==> src/rtl/bocp_pkg.sv <==
package bocp_pkg;

  typedef enum logic [1:0] {
    ACT_NONE   = 2'b00,
    ACT_TOGGLE = 2'b01,
    ACT_LOW    = 2'b10,
    ACT_HIGH   = 2'b11
  } act_e;

  localparam int unsigned ADR_LIMIT = 0;
  localparam int unsigned ADR_CMP_A = 1;
  localparam int unsigned ADR_CMP_B = 2;
  localparam int unsigned ADR_CTL_A = 3;
  localparam int unsigned ADR_CTL_B = 4;

  localparam int unsigned BIT_JOIN  = 0;
  localparam int unsigned BIT_ACT_L = 1;
  localparam int unsigned BIT_CLR   = 7;

  function automatic logic act_apply(input logic cur, input act_e a);
    case (a)
      ACT_TOGGLE: return ~cur;
      ACT_LOW:    return 1'b0;
      ACT_HIGH:   return 1'b1;
      default:    return cur;
    endcase
  endfunction

endpackage

==> src/rtl/bocp_counter.sv <==
module bocp_counter #(
  parameter int CW = 16
) (
  input  logic          clk,
  input  logic          rst,
  input  logic [CW-1:0] limit,
  output logic [CW-1:0] cnt_q,
  output logic          ovf_q,
  output logic          wrap
);

  assign wrap = (cnt_q >= limit);

  always_ff @(posedge clk) begin
    if (rst) begin
      cnt_q <= '0;
      ovf_q <= 1'b0;
    end else begin
      cnt_q <= wrap ? '0 : cnt_q + 1'b1;
      ovf_q <= wrap;
    end
  end

  // the overflow pulse only ever accompanies a zero count
  p_ovf_zero_r1: assert property (@(posedge clk) disable iff (rst)
    ovf_q |-> (cnt_q == '0));

endmodule

==> src/rtl/bocp_buffer.sv <==
module bocp_buffer #(
  parameter int CW = 16
) (
  input  logic          clk,
  input  logic          rst,
  input  logic          joined,
  input  logic          join_rise,
  input  logic          wr_cmp_a,
  input  logic          wr_cmp_b,
  input  logic [CW-1:0] cmp_a_q,
  input  logic [CW-1:0] cmp_a_nxt,
  input  logic [CW-1:0] cmp_b_nxt,
  input  logic          wrap,
  output logic [CW-1:0] work_q
);

  logic last_b_q;
  logic last_b_nxt;

  always_comb begin
    last_b_nxt = last_b_q;
    if (wr_cmp_b)      last_b_nxt = 1'b1;
    else if (wr_cmp_a) last_b_nxt = 1'b0;
  end

  always_ff @(posedge clk) begin
    if (rst) begin
      last_b_q <= 1'b0;
      work_q   <= '0;
    end else if (join_rise) begin
      last_b_q <= 1'b0;
      work_q   <= cmp_a_q;
    end else if (joined) begin
      last_b_q <= last_b_nxt;
      if (wrap) work_q <= last_b_nxt ? cmp_b_nxt : cmp_a_nxt;
    end
  end

  // while joined, the value in use only moves at an overflow
  p_hold_between_ovf_r6: assert property (@(posedge clk) disable iff (rst)
    (joined && !wrap) |=> $stable(work_q));

endmodule

==> src/rtl/bocp_channel.sv <==
module bocp_channel #(
  parameter int CW = 16
) (
  input  logic          clk,
  input  logic          rst,
  input  logic          en,
  input  logic [CW-1:0] cnt,
  input  logic [CW-1:0] cmp,
  input  logic [1:0]    act,
  input  logic          flag_clr,
  output logic          out_q,
  output logic          out_nxt,
  output logic          flag_q
);
  import bocp_pkg::*;

  logic hit;

  assign hit     = en && (cnt == cmp);
  assign out_nxt = hit ? act_apply(out_q, act_e'(act)) : out_q;

  always_ff @(posedge clk) begin
    if (rst) begin
      out_q  <= 1'b0;
      flag_q <= 1'b0;
    end else begin
      out_q  <= out_nxt;
      flag_q <= hit | (flag_q & ~flag_clr);
    end
  end

  // a match leaves the flag set, whatever software wrote
  p_flag_on_match_r8: assert property (@(posedge clk) disable iff (rst)
    (en && cnt == cmp) |=> flag_q);

endmodule

==> src/rtl/bocp_pair.sv <==
module bocp_pair #(
  parameter int CW = 16,
  parameter int AW = 3
) (
  input  logic          clk,
  input  logic          rst,
  input  logic          wr_en,
  input  logic [AW-1:0] wr_addr,
  input  logic [CW-1:0] wr_data,
  input  logic          gpio_b_dout,
  output logic [CW-1:0] tmr_count,
  output logic          tmr_ovf,
  output logic          pin_a,
  output logic          pin_b,
  output logic          pin_b_gpio,
  output logic          flag_a,
  output logic          flag_b
);
  import bocp_pkg::*;

  localparam int NCH = 2;

  logic [CW-1:0] limit_q, cmp_a_q, cmp_b_q, cmp_a_nxt, cmp_b_nxt, work_q;
  logic          join_q;
  logic [1:0]    act_a_q, act_b_q;
  logic          wr_lim, wr_ca, wr_cb, wr_ta, wr_tb, join_rise, wrap;
  logic          pin_b_q;

  logic [CW-1:0] ch_cmp [NCH];
  logic [1:0]    ch_act [NCH];
  logic [NCH-1:0] ch_en, ch_clr, ch_out, ch_nxt, ch_flag;

  assign wr_lim = wr_en && (wr_addr == AW'(ADR_LIMIT));
  assign wr_ca  = wr_en && (wr_addr == AW'(ADR_CMP_A));
  assign wr_cb  = wr_en && (wr_addr == AW'(ADR_CMP_B));
  assign wr_ta  = wr_en && (wr_addr == AW'(ADR_CTL_A));
  assign wr_tb  = wr_en && (wr_addr == AW'(ADR_CTL_B)) && !join_q;

  assign cmp_a_nxt = wr_ca ? wr_data : cmp_a_q;
  assign cmp_b_nxt = wr_cb ? wr_data : cmp_b_q;
  assign join_rise = wr_ta && wr_data[BIT_JOIN] && !join_q;

  always_ff @(posedge clk) begin
    if (rst) begin
      limit_q <= '1;
      cmp_a_q <= '0;
      cmp_b_q <= '0;
      join_q  <= 1'b0;
      act_a_q <= 2'b00;
      act_b_q <= 2'b00;
    end else begin
      cmp_a_q <= cmp_a_nxt;
      cmp_b_q <= cmp_b_nxt;
      if (wr_lim) limit_q <= wr_data;
      if (wr_ta) begin
        join_q  <= wr_data[BIT_JOIN];
        act_a_q <= wr_data[BIT_ACT_L +: 2];
      end
      if (wr_tb) act_b_q <= wr_data[BIT_ACT_L +: 2];
    end
  end

  bocp_counter #(.CW(CW)) u_cnt (
    .clk(clk), .rst(rst), .limit(limit_q),
    .cnt_q(tmr_count), .ovf_q(tmr_ovf), .wrap(wrap)
  );

  bocp_buffer #(.CW(CW)) u_buf (
    .clk(clk), .rst(rst), .joined(join_q), .join_rise(join_rise),
    .wr_cmp_a(wr_ca), .wr_cmp_b(wr_cb), .cmp_a_q(cmp_a_q),
    .cmp_a_nxt(cmp_a_nxt), .cmp_b_nxt(cmp_b_nxt), .wrap(wrap),
    .work_q(work_q)
  );

  assign ch_cmp[0] = join_q ? work_q : cmp_a_q;
  assign ch_cmp[1] = cmp_b_q;
  assign ch_act[0] = act_a_q;
  assign ch_act[1] = act_b_q;
  assign ch_en     = {!join_q, 1'b1};
  assign ch_clr    = {wr_tb && wr_data[BIT_CLR], wr_ta && wr_data[BIT_CLR]};

  for (genvar g = 0; g < NCH; g++) begin : g_ch
    bocp_channel #(.CW(CW)) u_ch (
      .clk(clk), .rst(rst), .en(ch_en[g]), .cnt(tmr_count),
      .cmp(ch_cmp[g]), .act(ch_act[g]), .flag_clr(ch_clr[g]),
      .out_q(ch_out[g]), .out_nxt(ch_nxt[g]), .flag_q(ch_flag[g])
    );
  end

  always_ff @(posedge clk) begin
    if (rst) pin_b_q <= 1'b0;
    else     pin_b_q <= join_q ? gpio_b_dout : ch_nxt[1];
  end

  assign pin_a      = ch_out[0];
  assign pin_b      = pin_b_q;
  assign pin_b_gpio = join_q;
  assign flag_a     = ch_flag[0];
  assign flag_b     = ch_flag[1];

  // a released second pin follows the general-purpose input
  p_pinb_gpio_r10: assert property (@(posedge clk) disable iff (rst)
    join_q |=> (pin_b == $past(gpio_b_dout)));

  // while joined nothing can move flag B
  p_flagb_frozen_r9: assert property (@(posedge clk) disable iff (rst)
    join_q |=> (flag_b == $past(flag_b)));

endmodule

==> config.mk <==
export PLATFORM = sky130hd
export DESIGN_NAME = bocp_pair
export DESIGN_NICKNAME = d
export VERILOG_FILES = /design/src/rtl/bocp_pkg.sv /design/src/rtl/bocp_counter.sv /design/src/rtl/bocp_buffer.sv /design/src/rtl/bocp_channel.sv /design/src/rtl/bocp_pair.sv
export SDC_FILE = /design/constraint.sdc
export NUM_CORES = 1
export LEC_CHECK = 0
export BUFFER_PORTS_ARGS = -buffer_cell sky130_fd_sc_hd__buf_4
export CAP_MARGIN = 30
export CORE_MARGIN = 2
export CORE_UTILIZATION = 60
export DETAILED_ROUTE_END_ITERATION = 10
export PLACE_DENSITY = 0.8
export SLEW_MARGIN = 20
export SYNTH_ARGS = -nofsm -noshare
export SYNTH_HDL_FRONTEND = slang
export SYNTH_HIERARCHICAL = 1
export SYNTH_SLANG_ARGS = --single-unit
==> constraint.sdc <==
create_clock -name clk -period 3.3 [get_ports clk]
set_input_delay 0.33 -clock clk [delete_from_list [all_inputs] [get_ports clk]]
set_output_delay 0.33 -clock clk [all_outputs]
set_load 0.02 [all_outputs]
# Word-level counts from Yosys, hierarchy flattened
# Cells that the tools add are included.
word_totals:
  reg_bits: 92
  output_inout_bits: 22
op_classes:
  order_cmp: 1
  n_eq_ne: 12
  n_bitwise: 8
  addsub: 1
  reduce_logical: 20
  n_mux: 13
ops:
  columns: ["cell", "count"]
  rows:
  - ["$mux 16", 7]
  - ["$eq 16x16->1", 2]
  - ["$add 16x1->16 const B", 1]
  - ["$ge 16x16->1", 1]
  - ["$logic_and 1x1->1", 11]
  - ["$eq 2x2->1 const B", 4]
  - ["$eq 3x2->1 const B", 2]
  - ["$pmux 1 s3", 2]
  - ["$eq 2x1->1 const B", 2]
  - ["$mux 1", 4]
  - ["$not 1->1", 4]
  - ["$reduce_and 2->1", 2]
  - ["$reduce_bool 2->1", 2]
  - ["$reduce_or 2->1", 2]
  - ["$eq 3x1->1 const B", 1]
  - ["$eq 3x3->1 const B", 1]
  - ["$logic_not 3->1", 1]
  - ["$reduce_bool 3->1", 1]
  - ["$and 1x1->1", 2]
  - ["$or 1x1->1", 2]
  - ["$logic_not 1->1", 1]

# Logic depth before layout (Yosys ltp)
depth:
  word_depth: 8
  ltp_mapped: 11

# Modules after synthesis
# The synthesis kept the hierarchy.
by_module_without_submodules:
  columns: ["mod", "cells_per_inst", "instances", "area_each_um2"]
  rows:
  - ["bocp_pair", 207, 1, 2438.6]
  - ["bocp_counter", 137, 1, 1139.8]
  - ["bocp_buffer", 134, 1, 1048.5]
  - ["bocp_channel", 34, 2, 296.5]

# Worst setup path before layout
# No wires, ideal clock.
synth_path:
  kind: "flip-flop to flip-flop"
  start: "register u_cnt.cnt_q[7]"
  end: "register u_buf.work_q[0]"
  arrival_ns: 2.784
  n_path_buf: 2
  t_required_ns: 3.183
  path_slack_ns: 0.399
  setup_time_ns: 0.117
  synth_period_minus_slack_ns: 2.901
  path_stages_with_launch: 11
  cell_sequence: "dfxtp_1 -> ha_1 -> a21oi_1 -> a31oi_1 -> o21ba_2 -> clkbuf_1 -> or3_1 -> a21oi_1 -> buf_2 -> nor3_1 -> a32o_1"
synth_between:
  elab_chain_cells: 3
synth_rtl:
  columns: ["item", "line_no", "rtl"]
  rows:
  - ["start, declared", "bocp_counter.sv:7", "output logic [CW-1:0] cnt_q,"]
  - ["start signal, assigned", "bocp_counter.sv:19", "cnt_q <= wrap ? '0 : cnt_q + 1'b1;"]
  - ["$ge 16x16->1", "bocp_counter.sv:12", "assign wrap = (cnt_q >= limit);"]
  - ["via wrap", "bocp_pair.sv:26", "logic wr_lim, wr_ca, wr_cb, wr_ta, wr_tb, join_rise, wrap;"]
  - ["$reduce_bool 2->1 (no source line)", null, null]
  - ["$reduce_and 2->1 (no source line)", null, null]
  - ["end signal, assigned", "bocp_buffer.sv:32", "work_q <= cmp_a_q;"]
  - ["end signal, assigned", "bocp_buffer.sv:35", "if (wrap) work_q <= last_b_nxt ? cmp_b_nxt : cmp_a_nxt;"]
  - ["end, declared", "bocp_buffer.sv:14", "output logic [CW-1:0] work_q"]
# The timed path passes the listed nets, and every way through them passes these cells.
# A chain may end at the register's enable or synchronous reset.

# Worst setup path after layout
layout_path:
  start: "register u_cnt.cnt_q[10]"
  end: "register u_buf.work_q[1]"
# Same word-level chain as after synthesis.

==> qor.csv <==
metric,value,unit
required time of the critical path,3560,ps
worst r2r path cells,9,
Buf/Inv on CP,1,
Total Die Area,0.00946,mm²
fin util,68.1,%
Site Rows,34,
Static Leak,2.58,nW
period utilisation layout,84.2,%
mapped cell area,0.00522,mm²
Clk pwr share,32.7,%
"delay-heaviest family, CP",compound AO/OA/AOI/OAI gates,
Ant. Diodes,0,
Initial Utilization,60.7,%
first-pass GRT wire length,21.4,mm
Tightest Pin Transition,672,ps
placed cell count,682,
WL per Instance,18.6,µm
Syn Area/Cell,9.57,µm²
total track usage,28.2,%
syn_nets,585,
WP depth,9,
GPL Wtd Cong,0.819,
sequential share of power,54.2,%
area grow syn2layout,12.1,%
post-route cell area,0.00585,mm²
Pint,1.57,mW
Clock Sinks,92,
share of layout cells above drive strength 1,24.6,%
worst hold path cell count,2,
TritonCTS buffer count,9,
CTS tree,built,
# IOs,45,
Post-Syn Instances,545,
final hold viol count,0,
CTS Root Buffer Type,clkbuf_8,
grt ovf,0,
"Slew Viols, Final",0,
number of global-route vias before repair,4342,
Worst-path clk slew,90,ps
Die X,97.2,µm
# setup viols final,0,
RSZ-0062 raised after global routing,false,
MaxCap Viol Count,0,
PD cells,363,mW/mm²
antenna-violating nets left,0,
min cycle time layout,2780,ps
fmax,360,MHz
CTS Hold Bufs,0,
synth warn,6,
Vias per Instance,6.09,
largest net degree at the start of global routing,50,
"critical path, cell by cell",ha_1 -> nand4_1 -> a31oi_1 -> o21ba_2 -> or3_1 -> a21oi_1 -> buf_4 -> nor3_1 -> a32o_1,
Hold Crit Class,in -> reg,
Psw,0.553,mW
relative slew slack,55.2,%
sw frac,26.0,%
Initial DRT Pass Iterations,4,
Core Area,0.00859,mm²
Setup crit end kind,flop,
critical path startpoint category,flop,
clk_lat worst skew,370,ps
CP startpoint,u_cnt/cnt_q[10],
Post-DP Area,0.00568,mm²
"critical path fanouts, max",18,
# DRC,0,
Comb pwr share,13.1,%
setup bufs post-CTS,0,
H-tree levels,3,
setup_tns,0,ps
Critical Path AT,3040,ps
kind of critical path,reg -> reg,
fin nets,625,
post_cts resized,0,
Chip Height,97.2,µm
initial antenna violation count,0,
status,"finished, final reports clean",
CP peak stage delay,570,ps
Clock Skew,10.7,ps
clock buffer depth,2,
crit path max-delay cell type,dfxtp_1,
Vias,4245,
R2R Path Start,u_cnt/cnt_q[10],
initial drt markers,227,
Peak VDD IR,0.000263,V
min-delay src,wr_data[15],
I/O Buffers,44,
WL final,13.0,mm
Final HPWL DP,9.08,mm
Post-Layout Cell Count,697,
-- per-layer routing --
metal / track usage (%) / up-vias / part of all wire (%)
met5: 0 / - / 0
met2: 47.9 / 128 / 49
met4: 14.3 / 0 / 3.6
met3: 4.32 / 33 / 5.4
met1: 34.9 / 2057 / 42
li1: - / 2027 / -
-- through the flow --
step / power (mW) / hold WS, ps / setup WS, ps
final: 2.13 / 172 / 522
after global routing: 2.21 / 170 / 308
after CTS: 2.13 / 172 / 558
after detailed placement: 1.45 / 451 / 583
after global placement: 1.44 / 442 / 655
after floorplan: 1.35 / 392 / 399
-- path summary, 6_finish.rpt --
| check | end | slack, ps |
|---|---|---|
| worst max-delay path | u_buf/work_q[1] | 520 |
| worst min-delay path | limit_q[15] | 170 |
| worst max register to register | u_buf/work_q[1] | 520 |
| worst min register to register | u_buf/work_q[8] | 470 |
-- final cells by class --
type | instances | area, µm²
Multi-Input combinational cell | 397 | 3150
Fill cell | 718 | 2740
Sequential cell | 92 | 1840
Timing Repair Buffer | 62 | 465
Clock buffer | 13 | 159
Tap cell | 108 | 135
Inverter | 23 | 86.3
Clock inverter | 2 | 10.0
-- layout by cell type, fill, tap and decap left out, types with 10 or more instances in the layout --
cell       n
nor2_1    27
nand2_1   10
xnor2_1   34
and2b_1   18
nor3_1    34
inv_1     23
mux2_2    30
ha_1      17
xor2_1    11
mux2_4    18
a211o_1   16
dfxtp_1   92
o21ai_0   23
nor2b_1   46
clkbuf_8  11
or4_1     17
buf_4     62
a32o_1    16
-- registers in the layout, indices dropped and copies added, names as in the netlist, 2 cells and up --
signal / cells
act_a_q: 2
act_b_q: 2
cmp_a_q: 16
cmp_b_q: 16
g_ch.u_ch/flag_q: 2
g_ch.u_ch/out_q: 2
limit_q: 16
u_buf/work_q: 16
u_cnt/cnt_q: 16
-- power by group through the flow --
stage | combinational (mW) | clock [mW] | sequential (mW)
floorplan | 0.166 | 0 | 1.19
CTS | 0.276 | 0.706 | 1.15
global route | 0.303 | 0.750 | 1.15
global placement | 0.267 | 0 | 1.18
detailed placement | 0.274 | 0 | 1.18
finish | 0.278 | 0.696 | 1.15
(Power assumes the default switching activity.)
